===== src/rtl/opq_pkg.sv =====
package opq_pkg;

    localparam int OPQ_DATA_W = 32;
    localparam int OPQ_TAG_W  = 6;
    localparam int OPQ_OP_W   = 8;

    typedef struct packed {
        logic                  rdy;
        logic [OPQ_TAG_W-1:0]  tag;
        logic [OPQ_DATA_W-1:0] val;
    } opnd_t;

    typedef struct packed {
        logic                  busy;
        logic [OPQ_OP_W-1:0]   op;
        logic [OPQ_TAG_W-1:0]  dst;
        opnd_t                 lsrc;
        opnd_t                 rsrc;
    } slot_t;

    // Snoop one result bus: a waiting operand with a matching tag takes the value.
    function automatic opnd_t snoop(opnd_t s, logic hit_v,
                                    logic [OPQ_TAG_W-1:0] t,
                                    logic [OPQ_DATA_W-1:0] v);
        opnd_t r;
        r = s;
        if (!s.rdy && hit_v && (t == s.tag)) begin
            r.rdy = 1'b1;
            r.val = v;
        end
        return r;
    endfunction

endpackage


===== src/rtl/opq_entry.sv =====
module opq_entry
    import opq_pkg::*;
#(
    parameter int ISSUE_W = 2
) (
    input  logic                                 clk,
    input  logic                                 rst,
    input  logic                                 wr_en,
    input  slot_t                                wr_slot,
    input  logic                                 grant,
    input  logic [ISSUE_W-1:0]                   bc_vld,
    input  logic [ISSUE_W-1:0][OPQ_TAG_W-1:0]    bc_tag,
    input  logic [ISSUE_W-1:0][OPQ_DATA_W-1:0]   bc_val,
    output slot_t                                cur,
    output logic                                 bid
);

    slot_t cur_q;
    slot_t nxt;

    always_comb begin
        nxt = cur_q;
        if (wr_en) begin
            nxt      = wr_slot;
            nxt.busy = 1'b1;
        end else if (grant) begin
            nxt.busy = 1'b0;
        end
        // Wakeup applies to freshly written contents too, so no broadcast is missed.
        for (int b = 0; b < ISSUE_W; b++) begin
            nxt.lsrc = snoop(nxt.lsrc, bc_vld[b] && nxt.busy, bc_tag[b], bc_val[b]);
            nxt.rsrc = snoop(nxt.rsrc, bc_vld[b] && nxt.busy, bc_tag[b], bc_val[b]);
        end
    end

    always_ff @(posedge clk) begin
        if (rst) cur_q <= '0;
        else     cur_q <= nxt;
    end

    assign cur = cur_q;
    assign bid = cur_q.busy && cur_q.lsrc.rdy && cur_q.rsrc.rdy;

endmodule


===== src/rtl/opq_alloc.sv =====
module opq_alloc #(
    parameter int NUM_ENT = 8
) (
    input  logic [NUM_ENT-1:0] busy,
    output logic [NUM_ENT-1:0] pick,
    output logic               full
);

    logic found;

    always_comb begin
        pick  = '0;
        found = 1'b0;
        for (int i = 0; i < NUM_ENT; i++) begin
            if (!found && !busy[i]) begin
                pick[i] = 1'b1;
                found   = 1'b1;
            end
        end
    end

    assign full = &busy;

endmodule


===== src/rtl/opq_pick.sv =====
module opq_pick #(
    parameter int NUM_ENT = 8,
    parameter int ISSUE_W = 2,
    localparam int IDX_W  = (NUM_ENT > 1) ? $clog2(NUM_ENT) : 1
) (
    input  logic [NUM_ENT-1:0]             bid,
    output logic [NUM_ENT-1:0]             gnt,
    output logic [ISSUE_W-1:0]             sl_vld,
    output logic [ISSUE_W-1:0][IDX_W-1:0]  sl_idx
);

    logic [NUM_ENT-1:0] remain;

    always_comb begin
        remain = bid;
        gnt    = '0;
        sl_vld = '0;
        sl_idx = '0;
        for (int k = 0; k < ISSUE_W; k++) begin
            for (int i = 0; i < NUM_ENT; i++) begin
                if (!sl_vld[k] && remain[i]) begin
                    sl_vld[k] = 1'b1;
                    sl_idx[k] = IDX_W'(i);
                end
            end
            if (sl_vld[k]) begin
                remain[sl_idx[k]] = 1'b0;
                gnt[sl_idx[k]]    = 1'b1;
            end
        end
    end

endmodule


===== src/rtl/opq_sched.sv =====
module opq_sched
    import opq_pkg::*;
#(
    parameter int NUM_ENT = 8,
    parameter int ISSUE_W = 2
) (
    input  logic                          clk,
    input  logic                          rst,
    input  logic                          disp_valid,
    input  logic [OPQ_OP_W-1:0]           disp_op,
    input  logic [OPQ_TAG_W-1:0]          disp_dst,
    input  logic                          disp_lrdy,
    input  logic [OPQ_TAG_W-1:0]          disp_ltag,
    input  logic [OPQ_DATA_W-1:0]         disp_lval,
    input  logic                          disp_rrdy,
    input  logic [OPQ_TAG_W-1:0]          disp_rtag,
    input  logic [OPQ_DATA_W-1:0]         disp_rval,
    output logic                          full,
    input  logic [ISSUE_W-1:0]            bc_valid,
    input  logic [ISSUE_W*OPQ_TAG_W-1:0]  bc_tag,
    input  logic [ISSUE_W*OPQ_DATA_W-1:0] bc_val,
    output logic [ISSUE_W-1:0]            iss_valid,
    output logic [ISSUE_W*OPQ_OP_W-1:0]   iss_op,
    output logic [ISSUE_W*OPQ_DATA_W-1:0] iss_lval,
    output logic [ISSUE_W*OPQ_DATA_W-1:0] iss_rval,
    output logic [ISSUE_W*OPQ_TAG_W-1:0]  iss_dst
);

    localparam int IDX_W = (NUM_ENT > 1) ? $clog2(NUM_ENT) : 1;

    logic [ISSUE_W-1:0][OPQ_TAG_W-1:0]  bc_tag_a;
    logic [ISSUE_W-1:0][OPQ_DATA_W-1:0] bc_val_a;
    slot_t [NUM_ENT-1:0]                ent_q;
    logic  [NUM_ENT-1:0]                busy;
    logic  [NUM_ENT-1:0]                bid;
    logic  [NUM_ENT-1:0]                gnt;
    logic  [NUM_ENT-1:0]                pick;
    logic  [ISSUE_W-1:0]                sl_vld;
    logic  [ISSUE_W-1:0][IDX_W-1:0]     sl_idx;
    slot_t                              wr_slot;
    logic                               accept;

    for (genvar b = 0; b < ISSUE_W; b++) begin : g_bus
        assign bc_tag_a[b] = bc_tag[b*OPQ_TAG_W +: OPQ_TAG_W];
        assign bc_val_a[b] = bc_val[b*OPQ_DATA_W +: OPQ_DATA_W];
    end

    always_comb begin
        wr_slot          = '0;
        wr_slot.busy     = 1'b1;
        wr_slot.op       = disp_op;
        wr_slot.dst      = disp_dst;
        wr_slot.lsrc.rdy = disp_lrdy;
        wr_slot.lsrc.tag = disp_ltag;
        wr_slot.lsrc.val = disp_lval;
        wr_slot.rsrc.rdy = disp_rrdy;
        wr_slot.rsrc.tag = disp_rtag;
        wr_slot.rsrc.val = disp_rval;
    end

    assign accept = disp_valid && !full;

    opq_alloc #(.NUM_ENT(NUM_ENT)) u_alloc (
        .busy (busy),
        .pick (pick),
        .full (full)
    );

    for (genvar e = 0; e < NUM_ENT; e++) begin : g_ent
        opq_entry #(.ISSUE_W(ISSUE_W)) u_ent (
            .clk     (clk),
            .rst     (rst),
            .wr_en   (accept && pick[e]),
            .wr_slot (wr_slot),
            .grant   (gnt[e]),
            .bc_vld  (bc_valid),
            .bc_tag  (bc_tag_a),
            .bc_val  (bc_val_a),
            .cur     (ent_q[e]),
            .bid     (bid[e])
        );
        assign busy[e] = ent_q[e].busy;
    end

    opq_pick #(.NUM_ENT(NUM_ENT), .ISSUE_W(ISSUE_W)) u_pick (
        .bid    (bid),
        .gnt    (gnt),
        .sl_vld (sl_vld),
        .sl_idx (sl_idx)
    );

    for (genvar k = 0; k < ISSUE_W; k++) begin : g_out
        slot_t chosen;
        assign chosen       = ent_q[sl_idx[k]];
        assign iss_valid[k] = sl_vld[k];
        assign iss_op  [k*OPQ_OP_W   +: OPQ_OP_W]   = chosen.op;
        assign iss_lval[k*OPQ_DATA_W +: OPQ_DATA_W] = chosen.lsrc.val;
        assign iss_rval[k*OPQ_DATA_W +: OPQ_DATA_W] = chosen.rsrc.val;
        assign iss_dst [k*OPQ_TAG_W  +: OPQ_TAG_W]  = chosen.dst;
    end

endmodule


===== config.mk =====
export PLATFORM = sky130hd
export DESIGN_NAME = opq_sched
export DESIGN_NICKNAME = d
export VERILOG_FILES = /design/src/rtl/opq_pkg.sv /design/src/rtl/opq_entry.sv /design/src/rtl/opq_alloc.sv /design/src/rtl/opq_pick.sv /design/src/rtl/opq_sched.sv
export SDC_FILE = /design/constraint.sdc
export NUM_CORES = 2
export LEC_CHECK = 0
export BUFFER_PORTS_ARGS = -buffer_cell sky130_fd_sc_hd__clkbuf_2
export CAP_MARGIN = 20
export CORE_ASPECT_RATIO = 2
export CORE_MARGIN = 2
export CORE_UTILIZATION = 30
export CTS_CLUSTER_DIAMETER = 150
export DETAILED_ROUTE_END_ITERATION = 7
export PLACE_DENSITY = 0.55
export SLEW_MARGIN = 10
export SYNTH_ARGS = -nofsm -noshare
export SYNTH_HDL_FRONTEND = slang
export SYNTH_SLANG_ARGS = --single-unit

===== constraint.sdc =====
create_clock -name clk -period 8.3 [get_ports clk]
set_input_delay 0.83 -clock clk [delete_from_list [all_inputs] [get_ports clk]]
set_output_delay 0.83 -clock clk [all_outputs]
set_load 0.05 [all_outputs]

# After elaboration in Yosys (flattened, before gate mapping)
# Index checks and enable logic that the tools add are counted.
dict set report classes {
  n_addsub 0
  n_mul 0
  n_div 0
  n_lt_le_gt_ge 4
  n_eq_ne 32
  n_shift 0
  mux 143
  n_bitwise 3
  reduce_logical 205
}
# op n
set op_table {}
lappend op_table {{32-bit 2-to-1 mux} 32}
lappend op_table {{78-bit 2-to-1 mux} 8}
lappend op_table {{93-bit binary-select mux with 3-bit select} 2}
lappend op_table {{6-bit == test} 32}
lappend op_table {{92-bit 2-to-1 mux} 2}
lappend op_table {{1-bit logical AND} 128}
lappend op_table {{1-bit 2-to-1 mux} 82}
lappend op_table {{1-bit logical NOT} 60}
lappend op_table {{3-bit nonzero test} 16}
lappend op_table {{3-bit 2-to-1 mux} 8}
lappend op_table {{8-bit 2-to-1 mux} 3}
lappend op_table {{8-bit bitwise AND} 1}
lappend op_table {{3-bit by 4-bit less-than comparator with 1-bit output (second input constant)} 2}
lappend op_table {{2-bit 2-to-1 mux} 4}
lappend op_table {{8-bit inverter} 1}
lappend op_table {{8-bit bitwise OR} 1}
lappend op_table {{8-bit AND reduction} 1}
lappend op_table {{1-bit demux with 3-bit select} 2}
lappend op_table {{3-bit by 1-bit greater-or-equal comparator with 1-bit output (second input constant)} 2}
dict set report totals {
  register_bits 744
  latch_bits 0
  ram_bits 0
  romBits 0
  inputBits 173
  wordCells 459
  mem_count 0
}

# Longest topological paths before layout
dict set report depth {
  ltp_word 69
  ltp_mapped 15
  depth_no_buf 8
}

# Modules after synthesis
# A second synthesis with hierarchy kept.
dict set report unflattened {
  hier_cells 4363
  area_unflattened_um2 47951.0
}
# module instances cells_each area_each_um2
set by_module_without_submodules {}
lappend by_module_without_submodules {opq_entry 8 465 4755.8}
lappend by_module_without_submodules {opq_sched 1 566 9427.8}
lappend by_module_without_submodules {opq_pick 1 64 397.9}
lappend by_module_without_submodules {opq_alloc 1 13 78.8}

# Worst setup path before layout
# Ideal clock, no wire load.
dict set report synth_timing {
  path_type {register to output}
  start {register g_ent[0].u_ent.cur_q (netlist bit g_ent[0].u_ent.cur[92])}
  end {output iss_dst[4]}
  arrival_ns 3.372
  t_required_ns 7.470
  slack_ns 4.098
  stages_incl_launch_ff 11
  path_cell_list {dfxtp_1 buf_2 nand3_1 nand4_1 o32a_1 clkbuf_1 buf_2 buf_2 buf_1 mux2i_1 o221ai_1}
}
dict set report synth_between {
  elab_chain_cells 26
}
# item line
set synth_rtl {}
lappend synth_rtl {{start, declared} opq_entry.sv:18} ;# slot_t cur_q;
lappend synth_rtl {{start signal, assigned} opq_entry.sv:38} ;# else cur_q <= nxt;
lappend synth_rtl {{1-bit logical AND (*) (2 in a row)} opq_entry.sv:42} ;# assign bid = cur_q.busy && cur_q.lsrc.rdy && cur_q.rsrc.rdy;
lappend synth_rtl {{1-bit 2-to-1 mux (*)} opq_pick.sv:21} ;# if (!sl_vld[k] && remain[i]) begin
lappend synth_rtl {{1-bit logical NOT} opq_pick.sv:21}
lappend synth_rtl {{1-bit logical AND} opq_pick.sv:21}
lappend synth_rtl {{1-bit 2-to-1 mux} opq_pick.sv:21}
lappend synth_rtl {{1-bit logical NOT} opq_pick.sv:21}
lappend synth_rtl {{1-bit logical AND} opq_pick.sv:21}
lappend synth_rtl {{1-bit 2-to-1 mux} opq_pick.sv:21}
lappend synth_rtl {{[... 9 more ...]} n/a}
lappend synth_rtl {{1-bit logical NOT} opq_pick.sv:21}
lappend synth_rtl {{1-bit logical AND} opq_pick.sv:21}
lappend synth_rtl {{1-bit 2-to-1 mux} opq_pick.sv:21}
lappend synth_rtl {{1-bit logical NOT} opq_pick.sv:21}
lappend synth_rtl {{1-bit logical AND} opq_pick.sv:21}
lappend synth_rtl {{3-bit 2-to-1 mux (*)} opq_pick.sv:21}
lappend synth_rtl {{93-bit binary-select mux with 3-bit select (*)} opq_sched.sv:94} ;# assign chosen = ent_q[sl_idx[k]];
lappend synth_rtl {{92-bit 2-to-1 mux (implied by the code) (*)} opq_sched.sv:94}
lappend synth_rtl {{end, declared} opq_sched.sv:26} ;# output logic [ISSUE_W*OPQ_TAG_W-1:0] iss_dst
# Every way passes the cells marked *; elsewhere a longest branch is shown, timed or not. The select of a mux whose other input is x is not followed.

# Final worst setup path
dict set report layout_timing {
  start {register g_ent[0].u_ent.cur_q (netlist bit g_ent[0].u_ent.cur[92])}
  end {output iss_rval[61]}
}
dict set report layout_between {
  elab_chain_cells 55
}
# item line
set layout_rtl {}
lappend layout_rtl {{1-bit logical AND (*) (2 in a row)} opq_entry.sv:42}
lappend layout_rtl {{1-bit 2-to-1 mux} opq_pick.sv:21}
lappend layout_rtl {{1-bit logical NOT} opq_pick.sv:21}
lappend layout_rtl {{1-bit logical AND} opq_pick.sv:21}
lappend layout_rtl {{1-bit 2-to-1 mux} opq_pick.sv:21}
lappend layout_rtl {{1-bit logical NOT} opq_pick.sv:21}
lappend layout_rtl {{1-bit logical AND} opq_pick.sv:21}
lappend layout_rtl {{1-bit 2-to-1 mux} opq_pick.sv:21}
lappend layout_rtl {{[... 38 more ...]} n/a}
lappend layout_rtl {{1-bit logical NOT} opq_pick.sv:21}
lappend layout_rtl {{1-bit logical AND} opq_pick.sv:21}
lappend layout_rtl {{1-bit 2-to-1 mux} opq_pick.sv:21}
lappend layout_rtl {{1-bit logical NOT} opq_pick.sv:21}
lappend layout_rtl {{1-bit logical AND} opq_pick.sv:21}
lappend layout_rtl {{3-bit 2-to-1 mux (*)} opq_pick.sv:21}
lappend layout_rtl {{93-bit binary-select mux with 3-bit select (*)} opq_sched.sv:94}
lappend layout_rtl {{92-bit 2-to-1 mux (implied by the code) (*)} opq_sched.sv:94}
lappend layout_rtl {{end, declared} opq_sched.sv:25} ;# output logic [ISSUE_W*OPQ_DATA_W-1:0] iss_rval,
# Marked as above.

==> impl_metrics.env <==
export IMPL_status="finished clean"
export IMPL_floorplan_die_area_um2=170800
export IMPL_synthXorXnorAreaFrac=0.02600
export IMPL_footprint_of_the_multi_input_gates_um2=31890
export IMPL_worst_r2r_path_depth=11
export IMPL_synth_cells=6861
export IMPL_drt_total_wl_um=300400
export IMPL_cp_arrival_ns=5.85
export IMPL_cts_buffers=80
export IMPL_area_share_of_and_or_nand_nor_cells_after_synthesis=0.2292
export IMPL_timing_setup_critical_path_class="reg2out"
export IMPL_cts_repair_resized=0
export IMPL_fmax_mhz=149.6
export IMPL_synth_area_mux_share=0.1308
export IMPL_cell_area_synth_um2=50200
export IMPL_routabilityCongestion=0.9867
export IMPL_post_route_period_util=0.8051
export IMPL_post_cts_setup_buffers=0
export IMPL_postSynthAreaPerCell_um2=7.316
export IMPL_numPortBuffers=331
export IMPL_fillerInstances=17710
export IMPL_synth_compound_gate_area_share=0.2403
export IMPL_grt_pass1_vias=55030
export IMPL_floorplan_core_area_um2=166600
export IMPL_holdCritPathClass="in2reg"
export IMPL_slew_headroom=0.08608
export IMPL_top_level_ports=332
export IMPL_post_dp_hpwl_um=189200
export IMPL_layout_cells_most_common="nand2_1"
export IMPL_slew_violations=0
export IMPL_cts_tree="yes"
export IMPL_worst_hold_slack_ns=0.4194
export IMPL_path_clk_slew_ns=0.06
export IMPL_grt_overflow_total=0
export IMPL_die_w_um=293.2
export IMPL_timing_worst_slew_pin_value_ns=1.371
export IMPL_grt_busiest_layer="met2"
export IMPL_grt_setup_unrepaired="false"
export IMPL_critical_path_peak_fanout=48
export IMPL_synth_seq_area_share=0.2967
export IMPL_grt_met3_usage=0.1103
export IMPL_power_leakage_nw=22.78
export IMPL_remaining_drc_errors=0
export IMPL_antenna_found_initial=58
export IMPL_dpl_cell_count=8658
export IMPL_gr_usage_all_layers=0.3411
export IMPL_grt_use_met2=0.5274
export IMPL_data_required_time_of_the_worst_path_ns=7.47
export IMPL_hold_viol_final=0
export IMPL_floorplan_initialDensity=0.3013
export IMPL_worst_skew_pair_late_latency_ns=0.76
export IMPL_maxCapViolations=0
export IMPL_std_cell_rows=212
export IMPL_cts_root_to_sink_buffers=3
export IMPL_die_height_um=582.5
export IMPL_pwr_density_cell_nw_per_um2=159.1
export IMPL_grt_pass1_wl_um=419600
export IMPL_cts_root_buffer="clkbuf_16"
export IMPL_postSynthNetCount=7034
export IMPL_wire_per_inst_um=34.00
export IMPL_min_delay_path_depth=3
export IMPL_fin_skew_ns=0.05538
export IMPL_crit_path_start_kind="register"
export IMPL_holdBufCountCts=0
export IMPL_final_net_count=6781
export IMPL_most_common_layout_cells="nand2_1, dfxtp_1, nor2_1"
export IMPL_clock_tree_htree_level_count=3
export IMPL_route_vias_total=57280
export IMPL_globalRouteMet1Util=0.3635
export IMPL_largest_register_ffs=744
export IMPL_detail_route_iter0_violations=8022
export IMPL_peakVddDrop_mv=0.1890
export IMPL_fin_cells=8835
export IMPL_pin_count_of_the_biggest_net_entering_global_routing=203
export IMPL_drive_above_1_share=0.1201
export IMPL_async_flop_share=0
export IMPL_synth_top_family_by_area="compound AO/OA/AOI/OAI gates"
export IMPL_synth_flop_cell="dfxtp_1"
export IMPL_synth_warning_count=0
export IMPL_tns_ns=0
export IMPL_seq_area_um2=14890
export IMPL_syn2layout_area_growth_pct=11.09
export IMPL_synth_fa_ha_area_frac=0.0001994
export IMPL_number_of_synthesized_flops_with_an_enable_pin=0
export IMPL_detailedRoute_firstPassIterationCount=8
export IMPL_worstSetupEndpointType="output port"
export IMPL_synth_ff_latch_count=744
export IMPL_post_synth_cell_types=90
export IMPL_minimum_clock_period_ns=6.683
export IMPL_numClockSinks=744
export IMPL_per_cell_via_count_in_the_routed_design=6.484
export IMPL_final_setup_viol_count=0
export IMPL_ant_nets=0
[cells by family (layout without fill, tap and decap cells)]
| kind of cell | count (synthesis) | after routing |
|---|---|---|
| simple gates | 2626 | 2626 |
| compound gates | 1741 | 1741 |
| buf+inv | 956 | 763 |
| flops | 744 | 744 |
| mux | 644 | 644 |
| xor+xnor | 149 | 149 |
| fa+ha+maj | 1 | 1 |
| other cells | 0 | 27 |
[synth_stat cells (all sizes together), types with 10 or more instances]
master,instances,share of area
a32o,25,0.0050
nor3,251,0.025
o22a,14,0.0024
mux2,96,0.022
nor2b,34,0.0042
nand2,1184,0.089
nand4,26,0.0034
o221ai,84,0.015
a222oi,93,0.019
nor4,75,0.010
a211oi,142,0.021
and3,65,0.0081
o22ai,124,0.015
buf,251,0.024
a22oi,28,0.0042
a2111oi,135,0.025
or2,10,0.0012
clkbuf,560,0.042
o211ai,77,0.012
nand3,85,0.0087
or4,87,0.013
nand2b,14,0.0017
a311oi,23,0.0040
o211a,67,0.013
o2bb2ai,19,0.0033
o21ai,144,0.014
inv,142,0.011
dfxtp,744,0.30
o21a,36,0.0054
o32ai,10,0.0017
o31ai,67,0.010
and2,23,0.0029
a21oi,586,0.058
mux2i,548,0.11
xor2,43,0.0075
a31o,11,0.0019
a31oi,14,0.0019
xnor2,106,0.018
nor2,729,0.055
[path summary, 6_finish.rpt]
| path | startpoint | endpoint | slack, ns |
|---|---|---|---|
| worst max-delay path | g_ent[0].u_ent.cur[92] | iss_rval[61] | 1.62 |
| worst min-delay path | disp_dst[3] | g_ent[4].u_ent.cur[81] | 0.42 |
| worst max register to register | g_ent[3].u_ent.cur[92] | g_ent[6].u_ent.cur[67] | 2.94 |
| worst min register to register | g_ent[0].u_ent.cur[91] | g_ent[0].u_ent.cur[91] | 0.47 |
[routing by layer]
layer | vias up | wire length (um) | part of all wire
li1 | 24100 | - | -
met3 | 1430 | 35390 | 0.12
met1 | 27290 | 97590 | 0.32
met2 | 4414 | 132200 | 0.44
met4 | 56 | 34810 | 0.12
met5 | - | 391 | 0.0013
[through the flow]
step	power [mW]	util	setup slack, ns	instance area (um^2)
6_report	8.870	0.3348	1.617	55770
5_1_grt	9.034	0.3345	1.489	55720
4_1_cts	8.825	0.3335	1.768	55550
3_5_place_dp	4.963	0.3173	2.528	52850
3_3_place_gp	4.954	0.3169	2.607	52790
2_1_floorplan	4.469	-	4.098	50200
[report_power, final]
group / switching [mW] / internal, mW / leakage [nW] / total (mW)
Combinational: 0.963 / 0.281 / 15.4 / 1.24
Sequential: 0.0616 / 3.64 / 6.02 / 3.70
Clock: 1.78 / 2.15 / 1.31 / 3.93
Total: 2.80 / 6.07 / 22.8 / 8.87
[critical path, cell delays in order (launching register included)]
cell	delay [ns]
dfxtp_1	0.49
and3_1	0.38
nor4_4	0.56
nand2_1	0.15
a21oi_1	0.32
nand3_4	0.57
nand3_4	1.10
buf_12	0.34
a21oi_1	0.10
or4_1	0.64
clkbuf_2	0.29
[cell type report]
class,count,area share
Antenna cell,27,0.001212
Tap cell,2140,0.04801
Clock inverter,23,0.006619
Inverter,145,0.009805
Clock buffer,119,0.04175
Sequential cell,744,0.2671
Multi-Input combinational cell,5161,0.5719
Timing Repair Buffer,476,0.05358
No activity file was read; power rests on OpenSTA's default activity.
